`config.mk`:
```
export PLATFORM = sky130hd
export DESIGN_NAME = spwm_serial_pwm
export DESIGN_NICKNAME = d
export VERILOG_FILES = /design/src/rtl/spwm_pkg.sv /design/src/rtl/spwm_sync.sv /design/src/rtl/spwm_edge.sv /design/src/rtl/spwm_shift.sv /design/src/rtl/spwm_gen.sv /design/src/rtl/spwm_serial_pwm.sv
export SDC_FILE = /design/constraint.sdc
export NUM_CORES = 1
export LEC_CHECK = 0
export ABC_CLOCK_PERIOD_IN_PS = 5900
export BUFFER_PORTS_ARGS = -buffer_cell sky130_fd_sc_hd__buf_2
export CAP_MARGIN = 20
export CELL_PAD_IN_SITES_DETAIL_PLACEMENT = 0
export CELL_PAD_IN_SITES_GLOBAL_PLACEMENT = 1
export CORE_AREA = 2 2 42 82
export CTS_CLUSTER_SIZE = 28
export DETAILED_ROUTE_END_ITERATION = 6
export DIE_AREA = 0 0 44 84
export GPL_TIMING_DRIVEN = 0
export HOLD_SLACK_MARGIN = 0.08
export PLACE_DENSITY_LB_ADDON = 0.3
export SLEW_MARGIN = 20
export SYNTH_ARGS = -nofsm -noshare
export SYNTH_HDL_FRONTEND = slang
export SYNTH_SLANG_ARGS = --single-unit
```
`constraint.sdc`:
```
create_clock -name clk_i -period 5.9 [get_ports clk_i]
set_input_delay 1.18 -clock clk_i [delete_from_list [all_inputs] [get_ports clk_i]]
set_output_delay 1.18 -clock clk_i [all_outputs]
set_load 0.05 [all_outputs]
```
`src/rtl/spwm_pkg.sv`:
```
package spwm_pkg;
  localparam int unsigned IDX_DATA = 0;
  localparam int unsigned IDX_SCLK = 1;
  localparam int unsigned IDX_LOAD = 2;
  localparam int unsigned N_ASYNC  = 3;
  localparam int unsigned SYNC_MIN = 2;
endpackage

```
`src/rtl/spwm_sync.sv`:
```
module spwm_sync #(
  parameter int unsigned WIDTH  = 3,
  parameter int unsigned STAGES = spwm_pkg::SYNC_MIN
) (
  input  logic             clk_i,
  input  logic             rst_ni,
  input  logic [WIDTH-1:0] async_i,
  output logic [WIDTH-1:0] sync_o
);
  logic [STAGES-1:0][WIDTH-1:0] stage_q;

  always_ff @(posedge clk_i or negedge rst_ni) begin
    if (!rst_ni) stage_q <= '0;
    else         stage_q <= {stage_q[STAGES-2:0], async_i};
  end

  assign sync_o = stage_q[STAGES-1];
endmodule

```
`src/rtl/spwm_edge.sv`:
```
module spwm_edge #(
  parameter int unsigned WIDTH = 2
) (
  input  logic             clk_i,
  input  logic             rst_ni,
  input  logic [WIDTH-1:0] level_i,
  output logic [WIDTH-1:0] rise_o
);
  logic [WIDTH-1:0] prev_q;

  always_ff @(posedge clk_i or negedge rst_ni) begin
    if (!rst_ni) prev_q <= '0;
    else         prev_q <= level_i;
  end

  assign rise_o = level_i & ~prev_q;
endmodule

```
`src/rtl/spwm_shift.sv`:
```
module spwm_shift #(
  parameter int unsigned W = 8
) (
  input  logic         clk_i,
  input  logic         rst_ni,
  input  logic         shift_i,
  input  logic         bit_i,
  output logic [W-1:0] value_o,
  output logic         sdata_o
);
  logic [W-1:0] sr_q;

  always_ff @(posedge clk_i or negedge rst_ni) begin
    if (!rst_ni)      sr_q <= '0;
    else if (shift_i) sr_q <= {bit_i, sr_q[W-1:1]};
  end

  assign value_o = sr_q;
  assign sdata_o = sr_q[0];
endmodule

```
`src/rtl/spwm_gen.sv`:
```
module spwm_gen #(
  parameter int unsigned W = 8
) (
  input  logic         clk_i,
  input  logic         rst_ni,
  input  logic         load_rise_i,
  input  logic [W-1:0] next_duty_i,
  output logic [W-1:0] cnt_o,
  output logic [W-1:0] active_o,
  output logic         pending_o,
  output logic         pwm_o
);
  logic [W-1:0] cnt_q, cnt_d;
  logic [W-1:0] active_q, active_d;
  logic         pending_q, pending_d;
  logic         pwm_q, pwm_d;
  logic         wrap;

  always_comb begin
    wrap      = (cnt_q == '1);
    cnt_d     = cnt_q + 1'b1;
    active_d  = (wrap && pending_q) ? next_duty_i : active_q;
    // a fresh edge wins over the clear at wrap
    pending_d = load_rise_i ? 1'b1 : (wrap ? 1'b0 : pending_q);
    // output computed from next state so it aligns with the counter
    pwm_d     = (&active_d) | (cnt_d < active_d);
  end

  always_ff @(posedge clk_i or negedge rst_ni) begin
    if (!rst_ni) begin
      cnt_q     <= '0;
      active_q  <= '0;
      pending_q <= 1'b0;
      pwm_q     <= 1'b0;
    end else begin
      cnt_q     <= cnt_d;
      active_q  <= active_d;
      pending_q <= pending_d;
      pwm_q     <= pwm_d;
    end
  end

  assign cnt_o     = cnt_q;
  assign active_o  = active_q;
  assign pending_o = pending_q;
  assign pwm_o     = pwm_q;
endmodule

```
`src/rtl/spwm_serial_pwm.sv`:
```
module spwm_serial_pwm #(
  parameter int unsigned DUTY_W      = 8,
  parameter int unsigned SYNC_STAGES = 2
) (
  input  logic clk_i,
  input  logic rst_ni,
  input  logic sdata_i,
  input  logic sclk_i,
  input  logic load_i,
  output logic sdata_o,
  output logic pwm_o
);
  import spwm_pkg::*;

  logic [N_ASYNC-1:0] async_bus, sync_bus;
  logic [1:0]         rise_bus;
  logic               shift_rise, load_rise;
  logic [DUTY_W-1:0]  sr_val, cnt_val, active_val;
  logic               pending_val;

  assign async_bus[IDX_DATA] = sdata_i;
  assign async_bus[IDX_SCLK] = sclk_i;
  assign async_bus[IDX_LOAD] = load_i;

  spwm_sync #(.WIDTH(N_ASYNC), .STAGES(SYNC_STAGES)) u_sync (
    .clk_i  (clk_i),
    .rst_ni (rst_ni),
    .async_i(async_bus),
    .sync_o (sync_bus)
  );

  spwm_edge #(.WIDTH(2)) u_edge (
    .clk_i  (clk_i),
    .rst_ni (rst_ni),
    .level_i({sync_bus[IDX_LOAD], sync_bus[IDX_SCLK]}),
    .rise_o (rise_bus)
  );

  assign shift_rise = rise_bus[0];
  assign load_rise  = rise_bus[1];

  spwm_shift #(.W(DUTY_W)) u_shift (
    .clk_i  (clk_i),
    .rst_ni (rst_ni),
    .shift_i(shift_rise),
    .bit_i  (sync_bus[IDX_DATA]),
    .value_o(sr_val),
    .sdata_o(sdata_o)
  );

  spwm_gen #(.W(DUTY_W)) u_gen (
    .clk_i      (clk_i),
    .rst_ni     (rst_ni),
    .load_rise_i(load_rise),
    .next_duty_i(sr_val),
    .cnt_o      (cnt_val),
    .active_o   (active_val),
    .pending_o  (pending_val),
    .pwm_o      (pwm_o)
  );
endmodule

```
==> flow_metrics.env <==
export IMPL_setup_tns_ps=0
export IMPL_drtIter0Drc=11
export IMPL_antenna_cells=0
export IMPL_wl_um=2860
export IMPL_slew_violations=0
export IMPL_route_vias_total=959
export IMPL_met3_length_um=80
export IMPL_endpoint_kind="flip-flop"
export IMPL_start_util_pct=47.4
export IMPL_synthDistinctLibCells=32
export IMPL_peakVddDrop_v=0.000176
export IMPL_cp_max_fo=6
export IMPL_die_x_um=44
export IMPL_setup_viol=0
export IMPL_hold_start="u_sync.stage_q[1]"
export IMPL_crit_type="flip-flop to flip-flop"
export IMPL_max_freq_mhz=315
export IMPL_relSlewSlack_pct=50.0
export IMPL_cts_buffers=5
export IMPL_seq_area_um2=851
export IMPL_intPower_uw=337
export IMPL_yosysSeqAreaShare_pct=57.5
export IMPL_rows=29
export IMPL_post_cts_setup_buffer_count=0
export IMPL_r2r_start="u_gen.cnt_o[0]"
export IMPL_ys_async_sr_fraction_pct=100
export IMPL_syn_nets=144
export IMPL_port_buffer_count=6
export IMPL_start_kind="flip-flop"
export IMPL_clock_skew_ps=11.9
export IMPL_dieHeight_um=84
export IMPL_root_buffer="clkbuf_8"
export IMPL_p_sw_uw=116
export IMPL_p_clk_share_pct=37.2
export IMPL_wl_met1_um=1040
export IMPL_seqPwrFrac_pct=57.2
export IMPL_p_sw_share_pct=25.6
export IMPL_overflow=0
export IMPL_period_needed_ps=3180
export IMPL_drt_antenna_violating_nets=0
export IMPL_htreeDepth=2
export IMPL_grt_setup_unrepaired="false"
export IMPL_maxCapViolations=0
export IMPL_worstPathArrival_ps=3340
export IMPL_reg2reg_depth=11
export IMPL_antenna_found_initial=0
export IMPL_dp_hpwl_um=2170
export IMPL_min_path_cells=0
export IMPL_drc=0
export IMPL_tightest_slew_ps=749
export IMPL_r2r_end="u_gen.pwm_o"
export IMPL_hp_class="flip-flop to flip-flop"
export IMPL_synthFlopType="dfrtp_1"
export IMPL_syn_inst=132
export IMPL_p_per_area_nw_per_um2=277
export IMPL_grtUsageTotal_pct=19.3
export IMPL_io_pins=7
export IMPL_yosysTopAreaCell="dfrtp_1"
export IMPL_grt_max_degree=35
export IMPL_nets=157
export IMPL_wire_per_inst_um=16.2
export IMPL_synth_top_area_share_pct=57.5
export IMPL_hold_violations=0
export IMPL_synth_area_top_cells="dfrtp_1 (58%), nand2_1 (7.4%), ha_1 (5.9%)"
export IMPL_clk_latency_ps=300
export IMPL_syn_area_per_cell_um2=11.2
export IMPL_core_area_um2=3120
export IMPL_cts_resized=0
export IMPL_synth_area_um2=1480
export IMPL_cts_sinks=34
export IMPL_hold_ws_ps=351
export IMPL_hold_end="u_sync.sync_o[1]"
export IMPL_multi_input_area_um2=579
export IMPL_synth_edff_count=0
export IMPL_comb_power_share_pct=5.6
export IMPL_cp_required_ps=6060
export IMPL_power_leakage_nw=0.840
export IMPL_clkTransAtPathRegs_ps=80
export IMPL_drive_gt1_share_pct=17.1
export IMPL_die_area_um2=3700
export IMPL_cts_tree="done"
export IMPL_fill_cells=291
export IMPL_place_congestion=0.763
export IMPL_ys_warnings_count=0
export IMPL_area_growth_pct=10.5
export IMPL_synth_seq_cells=34
export IMPL_viasPerCell=5.42
export IMPL_first_pass_iters=4
export IMPL_period_share_pct=53.9
export IMPL_highest_layer="met4"
export IMPL_wl_met2_um=1670
export IMPL_postCtsHoldBufs=0
export IMPL_status="completed"
export IMPL_grt_first_pass_wirelength_um=5180
export IMPL_r2r_slack_ps=2720
export IMPL_cts_path_max_buffers=2
export IMPL_grt_pass1_vias=1070
## synth_stat cells (all sizes together) (3+ instances only)
library cell and number:
nand2 29, mux2 4, nor3 3, dfrtp 34
nand3 5, nand4 6, inv 8, o21ai 3
nor2 4, ha 7, xnor2 5, mux2i 4
## cells by family after synthesis
group                      synth area share, %
AOI/OAI and AO/OA                         4.91
xor gates and xnor gates                  3.55
adders and majority gates                 5.92
buffers and inverters                     3.30
DFF                                       57.5
muxes                                     6.01
and+or+nand+nor                           18.8
## power by group through the flow
stage	Combinational (mW)	Clock [mW]	Sequential, mW
finish	0.0253	0.169	0.259
global route	0.0298	0.182	0.261
CTS	0.0260	0.171	0.259
detailed placement	0.0260	0	0.264
global placement	0.0254	0	0.263
floorplan	0.0118	0	0.264
## worst max path at each step
stage / start / to / slack (ps) / depth (start not counted)
after CTS: u_gen.cnt_o[0] / u_gen.pwm_o / 2700 / 11
after detailed placement: u_gen.cnt_o[0] / u_gen.pwm_o / 2720 / 11
final: u_gen.cnt_o[0] / u_gen.pwm_o / 2720 / 11
after floorplan: u_gen.cnt_o[0] / u_gen.pwm_o / 3310 / 11
after global routing: u_gen.cnt_o[0] / u_gen.pwm_o / 2510 / 11
after global placement: u_gen.cnt_o[0] / u_gen.pwm_o / 2690 / 11
## layer usage
layer | GRT usage (%) | vias up
li1 | - | 474
met1 | 20.9 | 470
met2 | 33.0 | 9
met3 | 5.19 | 6
met4 | 9.09 | 0
met5 | 0 | -
## registers in the layout (all words and copies together), names as in the netlist
| signal | cells |
|---|---|
| u_gen.active_o | 8 |
| u_gen.cnt_o | 8 |
| u_shift.value_o | 8 |
| u_sync.stage_q | 3 |
| u_sync.sync_o | 3 |
| u_edge.prev_q | 2 |
| u_gen.pending_o | 1 |
| u_gen.pwm_o | 1 |
## metrics by stage
step | area, µm² | total power, mW | util, % | std cells | worst slack (ps)
after floorplan | 1480 | 0.276 | - | 132 | 3310
after global placement | 1550 | 0.288 | 49.6 | 169 | 2690
after detailed placement | 1550 | 0.290 | 49.6 | 169 | 2720
after CTS | 1630 | 0.456 | 52.4 | 177 | 2700
after global routing | 1630 | 0.473 | 52.4 | 177 | 2510
final | 1630 | 0.453 | 52.4 | 177 | 2720
## area by class of cell
type	count	share of cell area, %
timing repair buffer	6	1.84
multi-input combinational	87	35.5
inverter	8	1.84
tap	31	2.37
sequential	34	52.1
clock inverter	2	0.842
clock buffer	6	4.44
buffer	3	1.15
## layout by cell type, fill, tap and decap left out, drive strengths merged, types with 2 or more instances in the layout
| cell | instances |
|---|---|
| ha | 7 |
| buf | 7 |
| clkbuf | 8 |
| nor3 | 3 |
| nand4 | 6 |
| nand3 | 5 |
| o21ai | 3 |
| clkinv | 2 |
| a21oi | 2 |
| dfrtp | 34 |
| inv | 8 |
| nor4 | 2 |
| or2 | 2 |
| mux2 | 4 |
| nand2 | 29 |
| mux2i | 4 |
| nor2 | 4 |
| xnor2 | 5 |
## worst max-delay path, stage by stage (launching register included)
cell      delay [ps]
dfrtp_1          460
ha_1             310
nand4_2          170
nor2_1           390
mux2_2           400
inv_1             60
ha_1             160
or2b_2           300
nor4_1           240
a221oi_2          80
nor4_1           390
o41ai_2          100
Power figures use the tool's default switching activity.
